==> src/rtl/acc_alu_pkg.sv <==
package acc_alu_pkg;
  typedef enum logic [3:0] {
    OP_ADD  = 4'd0,
    OP_SUB  = 4'd1,
    OP_AND  = 4'd2,
    OP_OR   = 4'd3,
    OP_XOR  = 4'd4,
    OP_CMP  = 4'd5,
    OP_BIT  = 4'd6,
    OP_INC  = 4'd7,
    OP_DEC  = 4'd8,
    OP_SHL  = 4'd9,
    OP_SHR  = 4'd10,
    OP_ROL  = 4'd11,
    OP_ROR  = 4'd12,
    OP_PASS = 4'd13,
    OP_RSV0 = 4'd14,
    OP_RSV1 = 4'd15
  } alu_op_e;

  localparam int unsigned FLAG_N = 3;
  localparam int unsigned FLAG_Z = 2;
  localparam int unsigned FLAG_C = 1;
  localparam int unsigned FLAG_V = 0;

  localparam logic [3:0] MASK_ALL  = 4'b1111;
  localparam logic [3:0] MASK_NZ   = 4'b1100;
  localparam logic [3:0] MASK_NZC  = 4'b1110;
  localparam logic [3:0] MASK_NZV  = 4'b1101;
  localparam logic [3:0] MASK_NONE = 4'b0000;
endpackage

==> src/rtl/acc_alu_addsub.sv <==
module acc_alu_addsub #(
  parameter int unsigned DIGITS = 2,
  localparam int unsigned W = 4 * DIGITS
) (
  input  logic [W-1:0] a_i,
  input  logic [W-1:0] b_i,
  input  logic         cin_i,
  input  logic         sub_i,
  input  logic         dec_i,
  output logic [W-1:0] sum_o,
  output logic         cout_o,
  output logic         ovf_o
);
  logic [W-1:0] b_eff;
  logic [W:0]   bin_full;
  logic [W-1:0] dec_sum;
  // digit chain: carry when adding, borrow when subtracting
  logic [DIGITS:0] chain;

  assign b_eff    = sub_i ? ~b_i : b_i;
  assign bin_full = {1'b0, a_i} + {1'b0, b_eff} + {{W{1'b0}}, cin_i};
  assign ovf_o    = (a_i[W-1] == b_eff[W-1]) && (bin_full[W-1] != a_i[W-1]);
  assign chain[0] = sub_i ? ~cin_i : cin_i;

  for (genvar g = 0; g < DIGITS; g++) begin : g_digit
    logic [3:0] da, db;
    logic [5:0] t_add, t_sub;
    logic       add_c, sub_b;
    assign da    = a_i[4*g +: 4];
    assign db    = b_i[4*g +: 4];
    assign t_add = {2'b00, da} + {2'b00, db} + {5'b0, chain[g]};
    assign t_sub = {2'b00, da} - {2'b00, db} - {5'b0, chain[g]};
    assign add_c = t_add > 6'd9;
    assign sub_b = t_sub[5];
    always_comb begin
      if (sub_i) dec_sum[4*g +: 4] = sub_b ? (t_sub[3:0] - 4'd6) : t_sub[3:0];
      else       dec_sum[4*g +: 4] = add_c ? (t_add[3:0] + 4'd6) : t_add[3:0];
    end
    assign chain[g+1] = sub_i ? sub_b : add_c;
  end

  always_comb begin
    if (dec_i) begin
      sum_o  = dec_sum;
      cout_o = sub_i ? ~chain[DIGITS] : chain[DIGITS];
    end else begin
      sum_o  = bin_full[W-1:0];
      cout_o = bin_full[W];
    end
  end
endmodule

==> src/rtl/acc_alu_logic.sv <==
module acc_alu_logic
  import acc_alu_pkg::*;
#(
  parameter int unsigned W = 8
) (
  input  alu_op_e      op_i,
  input  logic [W-1:0] a_i,
  input  logic [W-1:0] m_i,
  output logic [W-1:0] res_o
);
  localparam logic [W-1:0] ONE = {{(W-1){1'b0}}, 1'b1};

  always_comb begin
    unique case (op_i)
      OP_AND, OP_BIT: res_o = a_i & m_i;
      OP_OR:          res_o = a_i | m_i;
      OP_XOR:         res_o = a_i ^ m_i;
      OP_INC:         res_o = m_i + ONE;
      OP_DEC:         res_o = m_i - ONE;
      OP_PASS:        res_o = m_i;
      default:        res_o = a_i;
    endcase
  end
endmodule

==> src/rtl/acc_alu_shift.sv <==
module acc_alu_shift
  import acc_alu_pkg::*;
#(
  parameter int unsigned W = 8
) (
  input  alu_op_e      op_i,
  input  logic [W-1:0] a_i,
  input  logic         cin_i,
  output logic [W-1:0] res_o,
  output logic         cout_o
);
  logic fill_lo, fill_hi;

  // rotates feed carry in, plain shifts feed zero
  assign fill_lo = (op_i == OP_ROL) ? cin_i : 1'b0;
  assign fill_hi = (op_i == OP_ROR) ? cin_i : 1'b0;

  always_comb begin
    unique case (op_i)
      OP_SHL, OP_ROL: begin
        res_o  = {a_i[W-2:0], fill_lo};
        cout_o = a_i[W-1];
      end
      OP_SHR, OP_ROR: begin
        res_o  = {fill_hi, a_i[W-1:1]};
        cout_o = a_i[0];
      end
      default: begin
        res_o  = a_i;
        cout_o = 1'b0;
      end
    endcase
  end
endmodule

==> src/rtl/acc_alu.sv <==
module acc_alu
  import acc_alu_pkg::*;
#(
  parameter int unsigned DIGITS = 2,
  localparam int unsigned W = 4 * DIGITS
) (
  input  logic [3:0]   op_i,
  input  logic [W-1:0] acc_i,
  input  logic [W-1:0] mem_i,
  input  logic         carry_i,
  input  logic         dec_i,
  output logic [W-1:0] res_o,
  output logic         n_o,
  output logic         z_o,
  output logic         c_o,
  output logic         v_o,
  output logic [3:0]   upd_o
);
  alu_op_e      op;
  logic         is_arith, as_sub, as_dec, as_cin;
  logic [W-1:0] arith_sum, logic_res, shift_res;
  logic         arith_c, arith_v, shift_c;
  logic [W-1:0] flag_src;
  logic         n_raw, z_raw, c_raw, v_raw;

  assign op       = alu_op_e'(op_i);
  assign is_arith = (op == OP_ADD) || (op == OP_SUB);
  assign as_sub   = (op == OP_SUB) || (op == OP_CMP);
  // compare is always binary with no borrow in
  assign as_dec   = dec_i && is_arith;
  assign as_cin   = (op == OP_CMP) ? 1'b1 : carry_i;

  acc_alu_addsub #(.DIGITS(DIGITS)) i_addsub (
    .a_i   (acc_i),
    .b_i   (mem_i),
    .cin_i (as_cin),
    .sub_i (as_sub),
    .dec_i (as_dec),
    .sum_o (arith_sum),
    .cout_o(arith_c),
    .ovf_o (arith_v)
  );

  acc_alu_logic #(.W(W)) i_logic (
    .op_i (op),
    .a_i  (acc_i),
    .m_i  (mem_i),
    .res_o(logic_res)
  );

  acc_alu_shift #(.W(W)) i_shift (
    .op_i  (op),
    .a_i   (acc_i),
    .cin_i (carry_i),
    .res_o (shift_res),
    .cout_o(shift_c)
  );

  always_comb begin
    res_o    = acc_i;
    flag_src = acc_i;
    c_raw    = 1'b0;
    v_raw    = 1'b0;
    upd_o    = MASK_NONE;
    unique case (op)
      OP_ADD, OP_SUB: begin
        res_o    = arith_sum;
        flag_src = arith_sum;
        c_raw    = arith_c;
        v_raw    = arith_v;
        upd_o    = MASK_ALL;
      end
      OP_CMP: begin
        flag_src = arith_sum;
        c_raw    = arith_c;
        upd_o    = MASK_NZC;
      end
      OP_BIT: begin
        flag_src = logic_res;
        v_raw    = mem_i[W-2];
        upd_o    = MASK_NZV;
      end
      OP_AND, OP_OR, OP_XOR, OP_INC, OP_DEC, OP_PASS: begin
        res_o    = logic_res;
        flag_src = logic_res;
        upd_o    = MASK_NZ;
      end
      OP_SHL, OP_SHR, OP_ROL, OP_ROR: begin
        res_o    = shift_res;
        flag_src = shift_res;
        c_raw    = shift_c;
        upd_o    = MASK_NZC;
      end
      default: ;
    endcase
  end

  assign n_raw = (op == OP_BIT) ? mem_i[W-1] : flag_src[W-1];
  assign z_raw = (flag_src == '0);

  assign n_o = upd_o[FLAG_N] & n_raw;
  assign z_o = upd_o[FLAG_Z] & z_raw;
  assign c_o = upd_o[FLAG_C] & c_raw;
  assign v_o = upd_o[FLAG_V] & v_raw;
endmodule

==> config.mk <==
export PLATFORM = sky130hd
export DESIGN_NAME = acc_alu
export DESIGN_NICKNAME = d
export VERILOG_FILES = /design/src/rtl/acc_alu_pkg.sv /design/src/rtl/acc_alu_addsub.sv /design/src/rtl/acc_alu_logic.sv /design/src/rtl/acc_alu_shift.sv /design/src/rtl/acc_alu.sv
export SDC_FILE = /design/constraint.sdc
export NUM_CORES = 1
export LEC_CHECK = 0
export ABC_AREA = 1
export BUFFER_PORTS_ARGS = -buffer_cell sky130_fd_sc_hd__buf_2
export CAP_MARGIN = 10
export CORE_MARGIN = 2
export CORE_UTILIZATION = 34
export DETAILED_ROUTE_END_ITERATION = 8
export PLACE_DENSITY = 0.54
export SYNTH_ARGS = -nofsm -noshare
export SYNTH_HDL_FRONTEND = slang
export SYNTH_SLANG_ARGS = --single-unit
==> constraint.sdc <==
create_clock -name vclk -period 6.3
set_input_delay 1.26 -clock vclk [all_inputs]
set_output_delay 1.26 -clock vclk [all_outputs]
set_load 0.05 [all_outputs]
==> results by group <==
Outcome
  – Outcome: completed

Layout
  – Count of clock-net buffers in the final layout: 0
  – Final net count: 702
  – Multi-input logic area: roughly 2900 um^2
  – Fraction of layout cells with a size suffix above 1: ~15%
  – Filler instances: slightly above 1000
  – Final cell area excluding filler cells: about 3700 um^2
  – ANT cells: 0
  – Area delta synth->final: 16.8%
  – Filler-free cell count of the finished design: ~730
  – Total number of sequential cells: 0
  – Sequential cell area in the final layout: 0 um^2

Die
  – Number of placement rows: 35
  – Chip width: between 100 and 150 um
  – Number of top-level design ports: 38
  – Die footprint: 10000 um^2
  – Placeable core area: roughly 9000 um^2
  – Initial core utilization: between 30% and 40%
  – Vertical die dimension: around 100 um

Min path
  – Tightest Hold Check Type: in2out
  – Number of cells on the worst hold path: 4

Timing
  – Number of hold-slack violations in the final timing report: 0
  – Final setup vio count: 0
  – Max frequency: 0.166 GHz
  – Clock period minus worst slack: just over 6 ns
  – Worst rel slew slack: between 50% and 60%
  – Final slew viol count: 0
  – Final cycle utilization of the critical path: a little over nine tenths
  – Transition time of the tightest slew-check pin: between 0.6 and 0.7 ns

Setup path
  – Critical Setup Path Class: in2out
  – Library cell contributing the largest single delay on the critical path: sky130_fd_sc_hd__clkbuf_4
  – Startpoint type of the worst setup path: input pin
  – Worst EP arrival: 4.78 ns
  – Setup crit end kind: output port
  – Longest individual stage delay on the worst path: approximately 0.25 ns
  – Required time reported for the critical path endpoint: 5.04 ns
  – Cell repeated most along the worst path: sky130_fd_sc_hd__nand2_1
  – Largest driver fanout on the critical path: 4

Global route
  – Met1 layer usage reported by global route: a little under a third
  – Overall track demand over capacity in global routing: 21.5%
  – Via count of the first global-routing pass: about 3600
  – Most crowded layer after global routing: met2
  – Met2 track demand over resource in global routing: 34.1%
  – Wire length of the first global-routing pass: roughly 18000 um
  – Met3 usage in global routing: less than 1%
  – Total congestion overflow after global routing: 0
  – Largest net degree at the start of global routing: 19
  – Number of antenna violations at the first check in global routing: 0

Power and ir drop
  – Leakage power summed over all cells: 2.11 nW
  – Power per unit of standard cell area: roughly 120 nW/um^2
  – Max IR drop VDD: approximately 0.034 mV

Run
  – Number of max-cap violations: 0

Placed design
  – Placer congestion estimate: 0.959
  – Estimated wirelength of the detail-placed design: around 9000 um
  – # port buffers: 38
  – Inst Count DP: around 730
  – Cell area after placement: around 3600 um^2

Yosys
  – Count leader, synth: sky130_fd_sc_hd__nand2_1
  – Number of instances in the synthesized netlist: 572
  – Top area cells in the synthesized netlist: sky130_fd_sc_hd__nand2_1, sky130_fd_sc_hd__ha_1, sky130_fd_sc_hd__nand3_1
  – Total standard cell area after synthesis: ~3100 um^2
  – Mapped Nets: approximately 650
  – Sequential area share after synthesis: 0%
  – Unique cell type count in the Yosys netlist: 37
  – Yosys warning count: 0
  – Cell types with the highest counts after synthesis: sky130_fd_sc_hd__nand2_1, sky130_fd_sc_hd__inv_1, sky130_fd_sc_hd__nand3_1
  – Library cell occupying the most area in the post-synthesis netlist: sky130_fd_sc_hd__nand2_1
  – Top cell type's share of synthesized area: 21.7%
  – Post-synthesis area per instance: between 5 and 6 um^2

Route
  – Mean routed wirelength per cell: 14.9 um
  – Post-detailed-route DRC marker count: 0
  – Via-to-Cell Ratio: between 5 and 6
  – Via count: about 3800
  – Final wirelength: approximately 11000 um
  – Drt first pass iters: 5
  – Initial DRC count: about 290
  – Antenna Nets Post-Route: 0
==> metal layers <==
| metal | vias up | share of wire (%) |
|---|---|---|
| li1 | 1977 | - |
| met1 | 1725 | 49 |
| met2 | 109 | 44 |
| met3 | 18 | 4.9 |
| met4 | 0 | 1.8 |
| met5 | - | 0 |
==> cells in the final DEF (no fill, tap or decap), drive strengths merged <==
cell type    n
o22ai        5
inv         90
xor2        16
ha          49
o32ai        1
nand3       69
nand4       13
or2          4
fa           6
and3         1
nor4         1
nor2        45
o21ai       23
buf         55
o211ai       4
a21boi       1
a31oi        3
nand3b       6
a21o         2
clkbuf       1
o31a         1
o2111ai      1
a21oi       24
a22oi        6
a32oi        1
o21bai       2
nand2      187
xnor2        2
nor3         3
o221ai       1
==> final timing paths <==
check	startpoint	to
worst min-delay path	acc_i[4]	res_o[4]
worst max-delay path	op_i[3]	n_o
==> final cells by class <==
type | instances | share of cell area (%)
inverter | 90 | 9.26
multi-input combinational | 477 | 77.9
tap | 111 | 3.78
timing repair buffer | 56 | 9.09
==> metrics by stage <==
step | hold WS [ns] | total power, mW | utilization [%] | setup slack, ns | TNS, ns
after floorplan | 2.82 | 0.319 | - | 0.0911 | 0
after global placement | 3.10 | 0.427 | 39.3 | -0.0262 | -0.0262
after detailed placement | 3.09 | 0.431 | 39.3 | -0.0956 | -0.154
after CTS | 3.09 | 0.433 | 39.3 | 0.00146 | 0
after global routing | 3.10 | 0.509 | 40.3 | -0.0832 | -0.192
final | 3.09 | 0.454 | 40.3 | 0.262 | 0
==> cells by family after synthesis <==
kind of cell | Yosys count | synth area share [%]
and+or+nand+nor | 329 | 45.9
buffers and inverters | 95 | 11.7
AOI/OAI and AO/OA | 75 | 14.2
adders and majority gates | 55 | 23.3
xor gates and xnor gates | 18 | 5.01
==> power by group <==
group	switching, mW	total [mW]	internal, mW
clock network	0	0	0
logic	0.301	0.454	0.154
registers	0	0	0
==> critical path, delay by kind of cell <==
family                     cells  cell delay (ns)
AOI/OAI and AO/OA              3             0.42
and+or+nand+nor               14             1.30
adders and majority gates      4             0.81
buffers and inverters          6             0.58
xor gates and xnor gates       2             0.39
==> timing repair <==
| action | in CTS | in global routing |
|---|---|---|
| pin swaps | 0 | 6 |
| endpoints found under the setup margin | 2 | 6 |
| resized for setup | 1 | 25 |
| hold buffers | 0 | 0 |
| buffers inserted | 0 | 2 |
Power figures use the tool's default switching activity.
